## src/rtl/uart_fifo_ctrl.sv

```systemverilog
module uart_fifo_ctrl #(
  parameter int DEPTH  = 16,
  parameter int BAUD_W = 16
) (
  input  logic        clk,
  input  logic        rst_n,
  input  logic        reg_wr,
  input  logic        reg_rd,
  input  logic [1:0]  reg_addr,
  input  logic [15:0] reg_wdata,
  output logic [15:0] reg_rdata,
  input  logic        rxd,
  output logic        txd
);
  localparam int AW = $clog2(DEPTH);
  localparam int CW = AW + 1;
  localparam int FW = 13;

  logic [6:0]        ctrl;
  logic [BAUD_W-1:0] baud, bcnt;

  wire len9    = ctrl[0];
  wire par_en  = ctrl[1];
  wire par_odd = ctrl[2];
  wire stop2   = ctrl[3];
  wire fifo_en = ctrl[4];
  wire wake    = ctrl[5];
  wire loop_en = ctrl[6];

  wire [3:0]    nd    = len9 ? 4'd9 : 4'd8;
  wire [3:0]    nbits = 4'd2 + nd + {3'b0, par_en} + {3'b0, stop2};
  wire [3:0]    sp    = nd + 4'd1 + {3'b0, par_en};
  wire [CW-1:0] cap   = fifo_en ? CW'(DEPTH) : CW'(1);
  wire [8:0]    dmask = {len9, 8'hFF};

  wire wr_dat  = reg_wr && reg_addr == 2'd0;
  wire wr_ctl  = reg_wr && reg_addr == 2'd1;
  wire wr_baud = reg_wr && reg_addr == 2'd2;
  wire wr_stat = reg_wr && reg_addr == 2'd3;
  wire rd_dat  = reg_rd && reg_addr == 2'd0;

  always_ff @(posedge clk or negedge rst_n)
    if (!rst_n) begin
      ctrl <= '0;
      baud <= '0;
    end else begin
      if (wr_ctl)  ctrl <= reg_wdata[6:0];
      if (wr_baud) baud <= reg_wdata[BAUD_W-1:0];
    end

  wire tick = (bcnt == '0);
  always_ff @(posedge clk or negedge rst_n)
    if (!rst_n) bcnt <= '0;
    else        bcnt <= tick ? baud : bcnt - 1'b1;

  // transmit storage and shifter
  logic [8:0]    tx_mem [DEPTH];
  logic [AW-1:0] tx_wp, tx_rp;
  logic [CW-1:0] tx_cnt;
  logic          tx_busy;
  logic [FW-1:0] tx_sh, tx_frame;
  logic [3:0]    tx_left, tx_tc;

  wire tx_pop  = !tx_busy && tx_cnt != '0;
  wire tx_push = wr_dat && (tx_cnt < cap || tx_pop);
  wire [8:0] tx_hd = tx_mem[tx_rp] & dmask;

  always_ff @(posedge clk)
    if (tx_push) tx_mem[tx_wp] <= reg_wdata[8:0];

  always_ff @(posedge clk or negedge rst_n)
    if (!rst_n) begin
      tx_wp  <= '0;
      tx_rp  <= '0;
      tx_cnt <= '0;
    end else begin
      if (tx_push) tx_wp <= tx_wp + 1'b1;
      if (tx_pop)  tx_rp <= tx_rp + 1'b1;
      tx_cnt <= tx_cnt + CW'(tx_push) - CW'(tx_pop);
    end

  always_comb begin
    tx_frame    = '1;
    tx_frame[0] = 1'b0;
    for (int i = 0; i < 9; i++)
      if (i < int'(nd)) tx_frame[i+1] = tx_hd[i];
    if (par_en) tx_frame[nd + 4'd1] = par_odd ^ (^tx_hd);
  end

  always_ff @(posedge clk or negedge rst_n)
    if (!rst_n) begin
      tx_busy <= 1'b0;
      tx_sh   <= '1;
      tx_left <= '0;
      tx_tc   <= '0;
    end else if (tx_pop) begin
      tx_busy <= 1'b1;
      tx_sh   <= tx_frame;
      tx_left <= nbits;
      tx_tc   <= '0;
    end else if (tx_busy && tick) begin
      tx_tc <= tx_tc + 1'b1;
      if (tx_tc == 4'd15) begin
        tx_sh   <= {1'b1, tx_sh[FW-1:1]};
        tx_left <= tx_left - 1'b1;
        if (tx_left == 4'd1) tx_busy <= 1'b0;
      end
    end

  wire tx_line = !tx_busy || tx_sh[0];
  assign txd = loop_en || tx_line;

  // receiver
  logic [2:0]    rsync;
  logic          rx_on;
  logic [3:0]    rx_tc, rx_idx;
  logic [FW-1:0] rx_vec, rx_full;
  logic [8:0]    rx_mem [DEPTH];
  logic [AW-1:0] rx_wp, rx_rp;
  logic [CW-1:0] rx_cnt;
  logic          perr, ferr, ovr;

  wire rx_in = loop_en ? tx_line : rxd;
  wire rcur  = rsync[1];
  wire rfall = rsync[2] && !rcur;

  always_ff @(posedge clk or negedge rst_n)
    if (!rst_n) rsync <= '1;
    else        rsync <= {rsync[1:0], rx_in};

  always_comb begin
    rx_full         = rx_vec;
    rx_full[rx_idx] = rcur;
  end

  wire       samp     = rx_on && tick && rx_tc == 4'd7;
  wire       rx_done  = samp && rx_idx == nbits - 4'd1;
  wire [8:0] rx_dat   = rx_full[9:1] & dmask;
  wire       perr_now = par_en && ((^rx_dat ^ rx_full[nd + 4'd1]) != par_odd);
  wire       ferr_now = !rx_full[sp] || (stop2 && !rx_full[sp + 4'd1]);
  wire       skip     = wake && len9 && !rx_dat[8];
  wire       rx_pop   = rd_dat && rx_cnt != '0;
  wire       rx_room  = rx_cnt < cap || rx_pop;
  wire       rx_push  = rx_done && !skip && rx_room;
  wire       ovr_now  = rx_done && !skip && !rx_room;

  always_ff @(posedge clk or negedge rst_n)
    if (!rst_n) begin
      rx_on  <= 1'b0;
      rx_tc  <= '0;
      rx_idx <= '0;
      rx_vec <= '1;
    end else if (!rx_on) begin
      if (rfall) begin
        rx_on  <= 1'b1;
        rx_tc  <= '0;
        rx_idx <= '0;
      end
    end else if (tick) begin
      rx_tc <= rx_tc + 1'b1;
      if (rx_tc == 4'd7) begin
        if ((rx_idx == 4'd0 && rcur) || rx_done) rx_on <= 1'b0;
        rx_vec[rx_idx] <= rcur;
        rx_idx <= rx_idx + 1'b1;
      end
    end

  always_ff @(posedge clk)
    if (rx_push) rx_mem[rx_wp] <= rx_dat;

  always_ff @(posedge clk or negedge rst_n)
    if (!rst_n) begin
      rx_wp  <= '0;
      rx_rp  <= '0;
      rx_cnt <= '0;
    end else begin
      if (rx_push) rx_wp <= rx_wp + 1'b1;
      if (rx_pop)  rx_rp <= rx_rp + 1'b1;
      rx_cnt <= rx_cnt + CW'(rx_push) - CW'(rx_pop);
    end

  always_ff @(posedge clk or negedge rst_n)
    if (!rst_n) begin
      perr <= 1'b0;
      ferr <= 1'b0;
      ovr  <= 1'b0;
    end else begin
      if (rx_push && perr_now)            perr <= 1'b1;
      else if (wr_stat && reg_wdata[4])   perr <= 1'b0;
      if (rx_push && ferr_now)            ferr <= 1'b1;
      else if (wr_stat && reg_wdata[5])   ferr <= 1'b0;
      if (ovr_now)                        ovr  <= 1'b1;
      else if (wr_stat && reg_wdata[6])   ovr  <= 1'b0;
    end

  wire tx_empty = tx_cnt == '0;
  wire tx_full  = tx_cnt >= cap;
  wire tx_idle  = tx_empty && !tx_busy;

  always_comb
    case (reg_addr)
      2'd0:    reg_rdata = {7'b0, rx_mem[rx_rp]};
      2'd1:    reg_rdata = {9'b0, ctrl};
      2'd2:    reg_rdata = 16'(baud);
      default: reg_rdata = {9'b0, ovr, ferr, perr, tx_idle, rx_cnt != '0, tx_full, tx_empty};
    endcase

  p_dbuf_tx_r5: assert property (@(posedge clk) disable iff (!rst_n)
    ($past(!fifo_en) && !fifo_en && $past(tx_cnt) <= 1) |-> tx_cnt <= 1);
  p_dbuf_rx_r5: assert property (@(posedge clk) disable iff (!rst_n)
    ($past(!fifo_en) && !fifo_en && $past(rx_cnt) <= 1) |-> rx_cnt <= 1);
  p_ovr_keeps_r8: assert property (@(posedge clk) disable iff (!rst_n)
    ($rose(ovr) && !$past(rx_pop)) |-> rx_cnt == $past(rx_cnt));
  p_perr_sticky_r9: assert property (@(posedge clk) disable iff (!rst_n)
    ($past(perr) && !($past(wr_stat) && $past(reg_wdata[4]))) |-> perr);
  p_ovr_sticky_r9: assert property (@(posedge clk) disable iff (!rst_n)
    ($past(ovr) && !($past(wr_stat) && $past(reg_wdata[6]))) |-> ovr);
  p_tick_gap_r11: assert property (@(posedge clk) disable iff (!rst_n)
    ($past(tick) && $past(baud) != '0) |-> !tick);
  p_tx_hold_r11: assert property (@(posedge clk) disable iff (!rst_n)
    (tx_busy && $past(tx_busy) && !$past(tick) && !$past(tx_pop)) |-> $stable(tx_sh));
endmodule

```

## config.mk

```make
export PLATFORM = sky130hd
export DESIGN_NAME = uart_fifo_ctrl
export DESIGN_NICKNAME = d
export VERILOG_FILES = /design/src/rtl/uart_fifo_ctrl.sv
export SDC_FILE = /design/constraint.sdc
export NUM_CORES = 1
export LEC_CHECK = 0
export CAP_MARGIN = 40
export CORE_MARGIN = 4
export CORE_UTILIZATION = 35
export DETAILED_ROUTE_END_ITERATION = 12
export PLACE_DENSITY = 0.5
export SLEW_MARGIN = 20
export SYNTH_ARGS = -nofsm -noshare
export SYNTH_HDL_FRONTEND = slang
export SYNTH_SLANG_ARGS = --single-unit
```

## constraint.sdc

```tcl
create_clock -name clk -period 7.3 [get_ports clk]
set_input_delay 1.46 -clock clk [delete_from_list [all_inputs] [get_ports clk]]
set_output_delay 1.46 -clock clk [all_outputs]
set_load 0.005 [all_outputs]
```

# == Yosys cells after proc, flatten, opt, wreduce, memory -nomap -nowiden ==
# Memory sizes are Yosys's and may differ from the RTL's.
# Cells that the tools add are included.
# totals
ff_bits,115
ram_bits,288
input_bits,23
wordCells,197
mem_count,2
# mem_list
name,depth,word_bits,read_ports,rd_ports_with_merged_regs,write_ports,line_no,text
rx_mem,16,9,1,0,1,118,logic [8:0] rx_mem [DEPTH];
tx_mem,16,9,1,0,1,57,logic [8:0] tx_mem [DEPTH];
# op_classes
addsub,20
magnitude_cmp,18
n_eq_ne,10
n_mux,60
bitwise,4
reduce_logical,62
# op_table
op,count
2-to-1 mux 13 bit,4
one-hot mux 16 bit (3 select lines),1
2-to-1 mux 4 bit,11
"adder 4 x 1 -> 4 bit, second input constant",9
2-to-1 mux 1 bit,35
logical AND 1 bit,29
bitwise mux 13 bit,2
"< comparator 4 x 5 -> 1 bit, second input constant",4
bitwise AND 9 bit,2
parity 9 bit,2
zero test 16 bit,1
"< comparator 3 x 4 -> 1 bit, first input constant",4
2-to-1 mux 16 bit,1
"subtractor 16 x 1 -> 16 bit, second input constant",1
nonzero test 2 bit,7
adder 4 x 1 -> 4 bit,3
binary-select mux 1 bit (select 4 bit),3
adder 5 x 1 -> 5 bit,2
< comparator 5 bit,2
nonzero test 5 bit,2
subtractor 5 x 1 -> 5 bit,2
AND reduction 3 bit,3
demux 1 bit (select 4 bit),2
"greater-or-equal comparator 4 x 1 -> 1 bit, second input constant",2
23 further kinds,40

# == Longest topological paths before layout ==
# Gate-level depths: netlist of run 1.
# depth
depth_word,13
mapped_depth,18
ltp_nobuf,17

# == Least setup slack after synthesis of run 1 ==
# Ideal clock, no wire load.
# synth_path
path_kind,flip-flop to output port
start,reg rx_rp[0]
end,out reg_rdata[7]
t_arrival_ps,2689
required_time_ps,5840
path_slack_ps,3151
path_stages_with_launch,8
path_buffers,3
cell_sequence,dfrtp_1 -> buf_2 -> buf_1 -> buf_2 -> mux4_2 -> mux4_2 -> mux2i_1 -> nor2_1
# synth_between
elab_chain_len,2
# synth_lines
item,line_no,text
"start, declared",119,"logic [AW-1:0] rx_wp, rx_rp;"
"start signal, assigned",178,if (rx_pop) rx_rp <= rx_rp + 1'b1;
memory (16 x 9 bit),-,
one-hot mux 16 bit (3 select lines),201,case (reg_addr)
"end, declared",11,"output logic [15:0] reg_rdata,"
# Every way passes these cells.

# == Final worst setup path of run 1 ==
# layout_path
start,reg rx_rp[0]
end,out reg_rdata[5]
# Same word-level chain as after synthesis.

==> flow_summary_export.csv, run 1 <==
group,metric,value,unit
yosys,avgSynthCellArea,16.2,um2
clock_tree,clock_sinks,401,
drt,num_vias,9224,
final_layout,drive_gt1_share,22.0,%
setup_path,cp.arrival,3.78,ns
power_and_ir_drop,seqPwrFrac,47.3,%
yosys,synth_seq_cells,401,
power_and_ir_drop,ir_drop,195,uV
run_status,outcome,"finished, final reports clean",
power_and_ir_drop,p_sw_share,25.8,%
sta,slew_headroom,43.9,%
sta,drv_slew,0,
clock_tree,clk_latency,0.57,ns
final_layout,antennaDiodeCount,0,
drt,route.detailed.drc,0,
setup_path,path_buf_inv,3,
setup_path,critPathMostFrequentCell,"mux4_2",
yosys,ys_types,57,
global_route,grt_max_degree,49,
placement,dpl.hpwl,26600,um
setup_path,slowest_delay,0.57,ns
die,ioPinCount,40,
drt,drt-pass1-iter-count,4,
final_layout,area_delta_synth_final,15.9,%
clock_tree,cts_tree,"yes",
die,coreArea,49300,um2
yosys,syn-num-nets,1151,
final_layout,layout.nets,1221,
setup_path,crit_slowest_cell,"dfrtp_2",
yosys,ys.flop_type,"edfxtp_1",
clock_tree,cts.repair_timing.setup_buffer_count,0,
sta,rsz0062_at_grt,"no",
yosys,syn_area,17600,um2
yosys,synth_edf_count,288,
die,start_util,35.7,%
die,dieWidth,232,um
sta,hold_viol,0,
global_route,grt_use_total,15.0,%
global_route,grt_pass1_wl,60900,um
drt,dr.first_iter.drc_count,708,
setup_path,endpoint_kind,"primary output",
clock_tree,ctsHtreeMaxLevel,2,
placement,gp_congestion,0.768,
setup_path,cp_top_family,"multiplexers",
setup_path,worstPathRequired,5.84,ns
drt,ant_nets,0,
yosys,async_reset_ff_share,28.2,%
sta,fmax,0.191,GHz
setup_path,cp-start-kind,"register",
final_layout,final_common_cell,"edfxtp_1",
sta,worstMarginPinSlew,0.841,ns
global_route,antenna_found_initial,0,
die,rows,81,
power_and_ir_drop,intPower,4.31,mW
run,drv_cap,0,
setup_path,crit_fanout,19,
clock_tree,cts-root-buf,"clkbuf_16",
power_and_ir_drop,p_switching,1.49,mW
die,dieArea,53800,um2
placement,io_buffer_count,39,
sta,clock_skew,0.0128,ns
min_path,hold_path.class,"reg2reg",
sta,finalSetupViolCount,0,
power_and_ir_drop,combPwrFrac,13.7,%
drt,wirelength,39700,um
yosys,syn_inst,1082,
power_and_ir_drop,pwr-share-clk,39.0,%
clock_tree,cts_hold_buf,0,
yosys,synth-seq-area-share,65.5,%
yosys,yosys_warnings,0,
setup_path,crit_type,"reg2out",
clock_tree,path_clk_slew,0.06,ns
drt,vias_per_cell,4.98,
drt,avgRoutedWirePerCell,21.4,um
final_layout,filler_cell_count,4545,
clock_tree,numCtsBuffers,46,
power_and_ir_drop,power_density,285,nW/um2
sta,period_share,71.7,%
sta,holdWs,0.358,ns
global_route,grt.overflow.total,0,
power_and_ir_drop,fin_total_pwr,5.80,mW
die,die_y,232,um
global_route,grt_pass1_vias,9570,
sta,finalSetupTns,0,ns
sta,fin_crit,5.24,ns
clock_tree,clockBufferDepth,3,
clock_tree,cts-resized-gates,0,
power_and_ir_drop,cellLeakagePower,7.59,nW
final_layout,final_cell_mix,"edfxtp_1 (288), mux4_2 (96), dfrtp_1 (84), nor2_1 (70), nand2_1 (69)",
setup_path,path_cells,"buf_12 > buf_4 > mux4_2 > mux4_2 > mux4_2 > clkdlybuf4s50_1",
## worst reg2reg max path: stages, from the launching register on
cell	delay (ns)
dfrtp_1	0.45
or4_4	0.58
or4_1	0.58
nor4_4	0.48
nand3_2	0.30
nor2b_2	0.49
nand2_1	0.10
nand2_1	0.09
ha_1	0.18
inv_1	0.06
fa_1	0.39
nor2_1	0.10
nor2_1	0.05
nor2_1	0.09
nor2_1	0.06
xnor2_1	0.11
## flip-flops by register name, summed over array words and instances, names as in the netlist, 5 cells and up
signal,flops
ctrl,7
tx_sh,11
rx_mem,144
rx_cnt,5
baud,16
tx_mem,144
tx_cnt,5
bcnt,16
rx_vec,13
## worst paths after layout
kind | start | endpoint | slack, ns | cells past startpoint
max in group asynchronous | rst_n | rx_rp[0]$_DFFE_PN0P_ | 5.19 | 3
hold / removal | rsync[0]$_DFF_PN1_ | rsync[1]$_DFF_PN1_ | 0.36 | 0
setup reg to reg | bcnt[7]$_DFF_PN0_ | rx_cnt[4]$_DFF_PN0_ | 3.07 | 15
setup / recovery | rx_rp[0]$_DFFE_PN0P_ | reg_rdata[5] | 2.06 | 6
min in group asynchronous | rst_n | rx_idx[1]$_DFFE_PN0P_ | 0.79 | 1
hold reg to reg | rsync[0]$_DFF_PN1_ | rsync[1]$_DFF_PN1_ | 0.36 | 0
## synth_stat cells (6+ instances only)
cell	n	share of area (%)
nand3b_1	8	0.34
a21oi_1	24	0.68
ha_1	43	3.1
xor2_1	12	0.60
clkbuf_1	27	0.58
nand4_1	8	0.28
nand2_1	69	1.5
dfrtp_1	86	12
mux2i_1	20	1.1
o21ai_0	34	0.97
mux4_2	96	12
edfxtp_1	288	49
mux2_2	29	1.9
a31oi_1	6	0.21
and2_1	25	0.89
a22o_1	11	0.55
nor3b_1	6	0.26
nand3_1	17	0.48
nor3_1	12	0.34
dfstp_2	27	4.0
xnor2_1	44	2.2
nor2_1	70	1.5
buf_1	10	0.21
inv_1	45	0.96
## routing by layer
| layer | part of all wire, % | global-route usage [%] | wire, um |
|---|---|---|---|
| met5 | 0 | 0 | 0 |
| met4 | 1.8 | 3.98 | 726 |
| met3 | 4.2 | 2.64 | 1680 |
| met2 | 43 | 21.4 | 17000 |
| met1 | 51 | 23.6 | 20300 |
## cell families after synthesis
kind of cell	share of synthesized area, %
adders and majority gates	3.41
buffers and inverters	2.27
muxes	15.3
DFF	65.5
and+or+nand+nor	7.21
xor gates and xnor gates	3.18
AOI/OAI and AO/OA	3.09
## power by group through the flow
stage	clock network [mW]	logic, mW	registers (mW)
final	2.26	0.793	2.75
after global routing	2.42	0.886	2.77
after CTS	2.33	0.812	2.75
after detailed placement	0	0.802	2.79
after global placement	0	0.725	2.84
after floorplan	0	0.618	2.70
## final cells by class
cell class,instances,area [um2],share of cell area (%)
inverters,45,169,0.830
repair buffers,70,697,3.43
flip-flops and latches,401,11500,56.6
clock inverters,26,243,1.19
multi-input cells,588,5650,27.8
well taps,664,831,4.08
clock buffers,59,1240,6.10
## stage by stage
stage	area [um2]	instances	worst slack, ns	util, %
floorplan	17600	1082	3.15	-
global placement	18600	1748	2.15	37.8
global route	20300	1853	1.89	41.3
CTS	20300	1846	1.98	41.1
detailed placement	18800	1761	2.13	38.1
finish	20300	1853	2.06	41.3
No activity file was read; power rests on OpenSTA's default activity.
==> run 2, diff against run 1 <==
Settings changed: PLACE_DENSITY 0.5 to 0.52.
Clock period 7.3 ns to 4.7 ns, I/O delays scaled along.
==> run 2 against run 1 <==
Compared with the run above:
- first-iteration DRC count is 1.7% higher
- clock power is 51% higher
- design area hardly changed
- largest cell class unchanged
- critical path type unchanged
- non-clock buffer count is 8 higher
==> flow_summary_export.csv, run 2 (synthesized netlist as in run 1, its figures left out) <==
group,metric,value,unit
run_status,outcome,"finished, final reports clean",
final_layout,area_delta_synth_final,15.9,%
final_layout,drive_gt1_share,22.3,%
die,die_y,232,um
final_layout,reg_top3,"rx_mem x144, tx_mem x144",
drt,drt-pass1-iter-count,7,
sta,finalSetupTns,0,ns
drt,route.detailed.drc,0,
clock_tree,cts-resized-gates,0,
sta,rsz0062_at_grt,"no",
final_layout,final_cell_mix,"edfxtp_1 (288), mux4_2 (96), dfrtp_1 (84), nor2_1 (70), nand2_1 (69)",
sta,clock_skew,0.0221,ns
clock_tree,path_clk_slew,0.06,ns
clock_tree,cts-root-buf,"clkbuf_16",
clock_tree,numCtsBuffers,45,
sta,hold_viol,0,
clock_tree,clk_latency,0.58,ns
drt,vias_per_cell,5.03,
clock_tree,ctsHtreeMaxLevel,2,
sta,fmax,0.226,GHz
power_and_ir_drop,ir_drop,312,uV
run,drv_cap,0,
die,rows,81,
placement,dpl.hpwl,26700,um
sta,slew_headroom,41.0,%
setup_path,cp-start-kind,"register",
placement,placed_cells,1772,
sta,worstMarginPinSlew,0.877,ns
final_layout,layout.nets,1228,
global_route,grt.overflow.total,0,
setup_path,worstPathRequired,3.76,ns
final_layout,antennaDiodeCount,0,
drt,dr.first_iter.drc_count,720,
global_route,grt_use_total,15.0,%
drt,wirelength,39400,um
setup_path,reg2reg_slack,0.72,ns
clock_tree,clockBufferDepth,3,
drt,avgRoutedWirePerCell,21.2,um
placement,gp_congestion,0.772,
final_layout,finalNonFillerCells,1857,
setup_path,cp.arrival,3.49,ns
setup_path,crit_type,"reg2out",
die,dieArea,53800,um2
clock_tree,cts_hold_buf,0,
drt,ant_nets,0,
global_route,grt_pass1_wl,61400,um
clock_tree,cts.repair_timing.setup_buffer_count,0,
sta,fin_crit,4.43,ns
placement,io_buffer_count,39,
setup_path,startpoint,"rx_rp[0]$_DFFE_PN0P_",
min_path,hold_path.class,"in2async",
setup_path,endpoint_kind,"primary output",
die,coreArea,49300,um2
clock_tree,cts_tree,"yes",
final_layout,filler_cell_count,4521,
clock_tree,clock_sinks,401,
setup_path,rr_startpoint,"bcnt[7]$_DFF_PN0_",
sta,period_share,94.2,%
die,start_util,35.7,%
setup_path,crit_fanout,39,
final_layout,final_common_cell,"edfxtp_1",
global_route,grt_pass1_vias,9659,
power_and_ir_drop,power_density,438,nW/um2
die,dieWidth,232,um
drt,num_vias,9342,
global_route,grt_max_degree,57,
sta,finalSetupViolCount,0,
die,ioPinCount,40,
global_route,antenna_found_initial,0,
sta,drv_slew,0,
power_and_ir_drop,cellLeakagePower,7.58,nW
==> run 2: cell types whose count changed in the layout (fill, tap and decap cells not counted), sizes merged <==
cell      delta
clkinvlp     +3
buf          +8
clkinv       -5
clkbuf       -2
inv          +1
bufinv       -1
==> run 2: cell type report <==
type,instances,area [um2],share of cell area (%)
inverters,45,169,0.830
well taps,664,831,4.08
clock inverters,24,244,1.20
multi-input cells,588,5650,27.8
flip-flops and latches,401,11500,56.6
clock buffers,57,1190,5.85
repair buffers,78,744,3.66
==> run 2: through the flow <==
step	util (%)	worst slack [ns]	instance area (um2)	hold slack (ns)	power [mW]
4_1_cts	41.2	0.216	20300	0.368	9.05
5_1_grt	41.3	0.153	20300	0.110	9.36
2_1_floorplan	-	1.07	17600	0.345	5.15
3_3_place_gp	38.2	0.638	18800	0.359	5.57
6_report	41.3	0.275	20300	0.145	8.91
3_5_place_dp	38.3	0.667	18800	0.361	5.59
==> run 2: report_power, final <==
part	total (mW)	switching, mW	internal (mW)
clock network	3.41	1.43	1.97
logic	1.27	0.656	0.618
registers	4.23	0.237	3.99
total	8.91	2.33	6.58
==> run 2: path summary, 6_finish.rpt <==
| check | cells past startpoint | end |
|---|---|---|
| worst min-delay path | 1 | rx_tc[0]$_DFFE_PN0P_ |
| worst max register to register | 15 | rx_cnt[4]$_DFF_PN0_ |
| max in group asynchronous | 3 | tx_sh[7]$_DFFE_PN1P_ |
| min in group clk | 0 | rsync[1]$_DFF_PN1_ |
| worst min register to register | 0 | rsync[1]$_DFF_PN1_ |
| worst max-delay path | 5 | reg_rdata[6] |
==> run 2: critical path: stages (launching register included) <==
cell and delay (ns):
dfrtp_2 0.37, buf_12 0.30, mux4_2 0.60, mux4_2 0.53, mux4_2 0.57, clkdlybuf4s50_1 0.49
==> run 2: layer usage <==
layer | global-route usage [%] | part of all wire [%]
met1 | 21.8 | 47
met2 | 23.0 | 46
met3 | 2.85 | 4.1
met4 | 4.37 | 2.6
met5 | 0 | 0
==> run 3, diff against run 2 <==
--- a/constraint.sdc
+++ b/constraint.sdc
@@ -3,2 +3,2 @@
 set_output_delay 0.94 -clock clk [all_outputs]
-set_load 0.005 [all_outputs]
+set_load 0.05 [all_outputs]
==> run 3 against run 2 <==
Compared with the run above:
- critical path depth decreased by 1
- clock skew grew 0.0099 ns
- clock power rose by 6.2%
- sequential cell count is the same
- count of clock-buffer cells in the layout rose by 9
- via count is 0.22% lower
- core utilization is 0.35 points higher
- critical path type unchanged
==> flow_summary_export.csv, run 3 (synthesized netlist as in run 1, its figures left out) <==
group,metric,value,unit
drt,dr.first_iter.drc_count,649,
setup_path,cp.arrival,3.59,ns
clock_tree,numCtsBuffers,44,
die,dieWidth,232,um
placement,dpl.hpwl,26900,um
setup_path,worstPathRequired,3.76,ns
clock_tree,clock_sinks,401,
run_status,outcome,"finished, final reports clean",
clock_tree,cts_tree,"yes",
drt,vias_per_cell,4.99,
final_layout,multi_input_area,5650,um2
power_and_ir_drop,power_density,447,nW/um2
setup_path,r2r-end,"rx_cnt[4]$_DFF_PN0_",
clock_tree,cts_hold_buf,0,
final_layout,finalNonFillerCells,1868,
die,coreArea,49300,um2
sta,period_share,96.4,%
placement,gp_congestion,0.770,
sta,rsz0062_at_grt,"no",
placement,pre_cts_ws,0.545,ns
clock_tree,path_clk_slew,0.06,ns
sta,finalSetupViolCount,0,
power_and_ir_drop,ir_drop,224,uV
final_layout,area_delta_synth_final,16.8,%
drt,ant_nets,0,
placement,placed_cells,1782,
setup_path,crit_fanout,20,
global_route,grt_pass1_vias,9720,
sta,holdWs,0.276,ns
sta,drv_slew,0,
global_route,grt.overflow.total,0,
die,rows,81,
min_path,hold_path.class,"in2async",
drt,num_vias,9321,
global_route,antenna_found_initial,0,
final_layout,filler_cell_count,4467,
clock_tree,ctsHtreeMaxLevel,2,
drt,avgRoutedWirePerCell,21.1,um
global_route,grt_max_degree,53,
setup_path,reg2reg_slack,0.78,ns
sta,fin_crit,4.53,ns
placement,io_buffer_count,39,
setup_path,r2r_cells,15,
sta,hold_viol,0,
global_route,grt_use_total,15.0,%
clock_tree,cts-root-buf,"clkbuf_16",
power_and_ir_drop,cellLeakagePower,7.73,nW
final_layout,layout.nets,1236,
drt,drt-pass1-iter-count,5,
sta,slew_headroom,49.3,%
global_route,grt_pass1_wl,61100,um
final_layout,drive_gt1_share,24.5,%
drt,wirelength,39300,um
final_layout,reg_top3,"rx_mem x144, tx_mem x144",
sta,clock_skew,0.0321,ns
drt,route.detailed.drc,0,
final_layout,finalCoreUtilization,41.7,%
clock_tree,clockBufferDepth,3,
setup_path,crit_type,"reg2out",
sta,finalSetupTns,0,ns
setup_path,endpoint_kind,"primary output",
sta,setup_slack,0.170,ns
die,ioPinCount,40,
run,drv_cap,0,
die,start_util,35.7,%
final_layout,final_common_cell,"edfxtp_1",
final_layout,final_cell_mix,"edfxtp_1 (288), mux4_2 (96), dfrtp_1 (84), nor2_1 (70), nand2_1 (69)",
clock_tree,clk_latency,0.57,ns
die,die_y,232,um
final_layout,seq_area,11500,um2
setup_path,cp-start-kind,"register",
die,dieArea,53800,um2
sta,worstMarginPinSlew,0.740,ns
setup_path,rr_startpoint,"bcnt[7]$_DFF_PN0_",
sta,fmax,0.221,GHz
## run 3: stage by stage
step | instance area, um2 | power (mW)
3_5_place_dp | 18900 | 5.65
3_3_place_gp | 18900 | 5.63
4_1_cts | 20500 | 9.31
6_report | 20500 | 9.18
2_1_floorplan | 17600 | 5.21
5_1_grt | 20500 | 9.62
## run 3: cell type report
cell class	instances	share of cell area, %
Antenna cell	1	0.0122
Clock buffer	66	6.73
Clock inverter	16	0.866
Inverter	45	0.823
Multi-Input combinational cell	588	27.6
Sequential cell	401	56.1
Tap cell	664	4.05
Timing Repair Buffer	87	3.84
## run 3: timing repair
| action | in CTS | in global routing |
|---|---|---|
| gates resized for setup | 1 | 0 |
| endpoints found under the setup margin | 3 | 0 |
| buffers inserted | 0 | 0 |
## run 3: per-layer routing
| layer | vias to the layer above | global-route usage [%] | share of wire (%) |
|---|---|---|---|
| li1 | 4278 | - | - |
| met3 | 44 | 2.86 | 4.6 |
| met1 | 4816 | 21.9 | 47 |
| met4 | 0 | 3.16 | 1.5 |
| met5 | - | 0 | 0 |
| met2 | 183 | 23.7 | 47 |
## run 3: how the worst max path moves through the flow
stage / to / depth (start not counted) / slack, ns / from
finish: reg_rdata[0] / 4 / 0.17 / rx_rp[0]$_DFFE_PN0P_
global route: reg_rdata[0] / 4 / 0.05 / rx_rp[0]$_DFFE_PN0P_
global placement: reg_rdata[1] / 3 / 0.53 / reg_addr[1]
detailed placement: reg_rdata[1] / 3 / 0.55 / reg_addr[1]
floorplan: reg_rdata[7] / 7 / 0.92 / rx_rp[0]$_DFFE_PN0P_
CTS: reg_rdata[0] / 4 / 0.11 / rx_rp[0]$_DFFE_PN0P_
## run 3: worst max-delay path: stages, from the launching register on
cell,delay [ns]
dfrtp_4,0.66
mux4_2,0.56
mux4_2,0.52
mux4_2,0.53
clkdlybuf4s50_1,0.73
## run 3: power by group
part	switching, mW	leakage, nW	internal [mW]
logic	0.692	2.67	0.607
clock network	1.41	0.762	2.21
registers	0.272	4.30	3.99
total	2.37	7.73	6.80
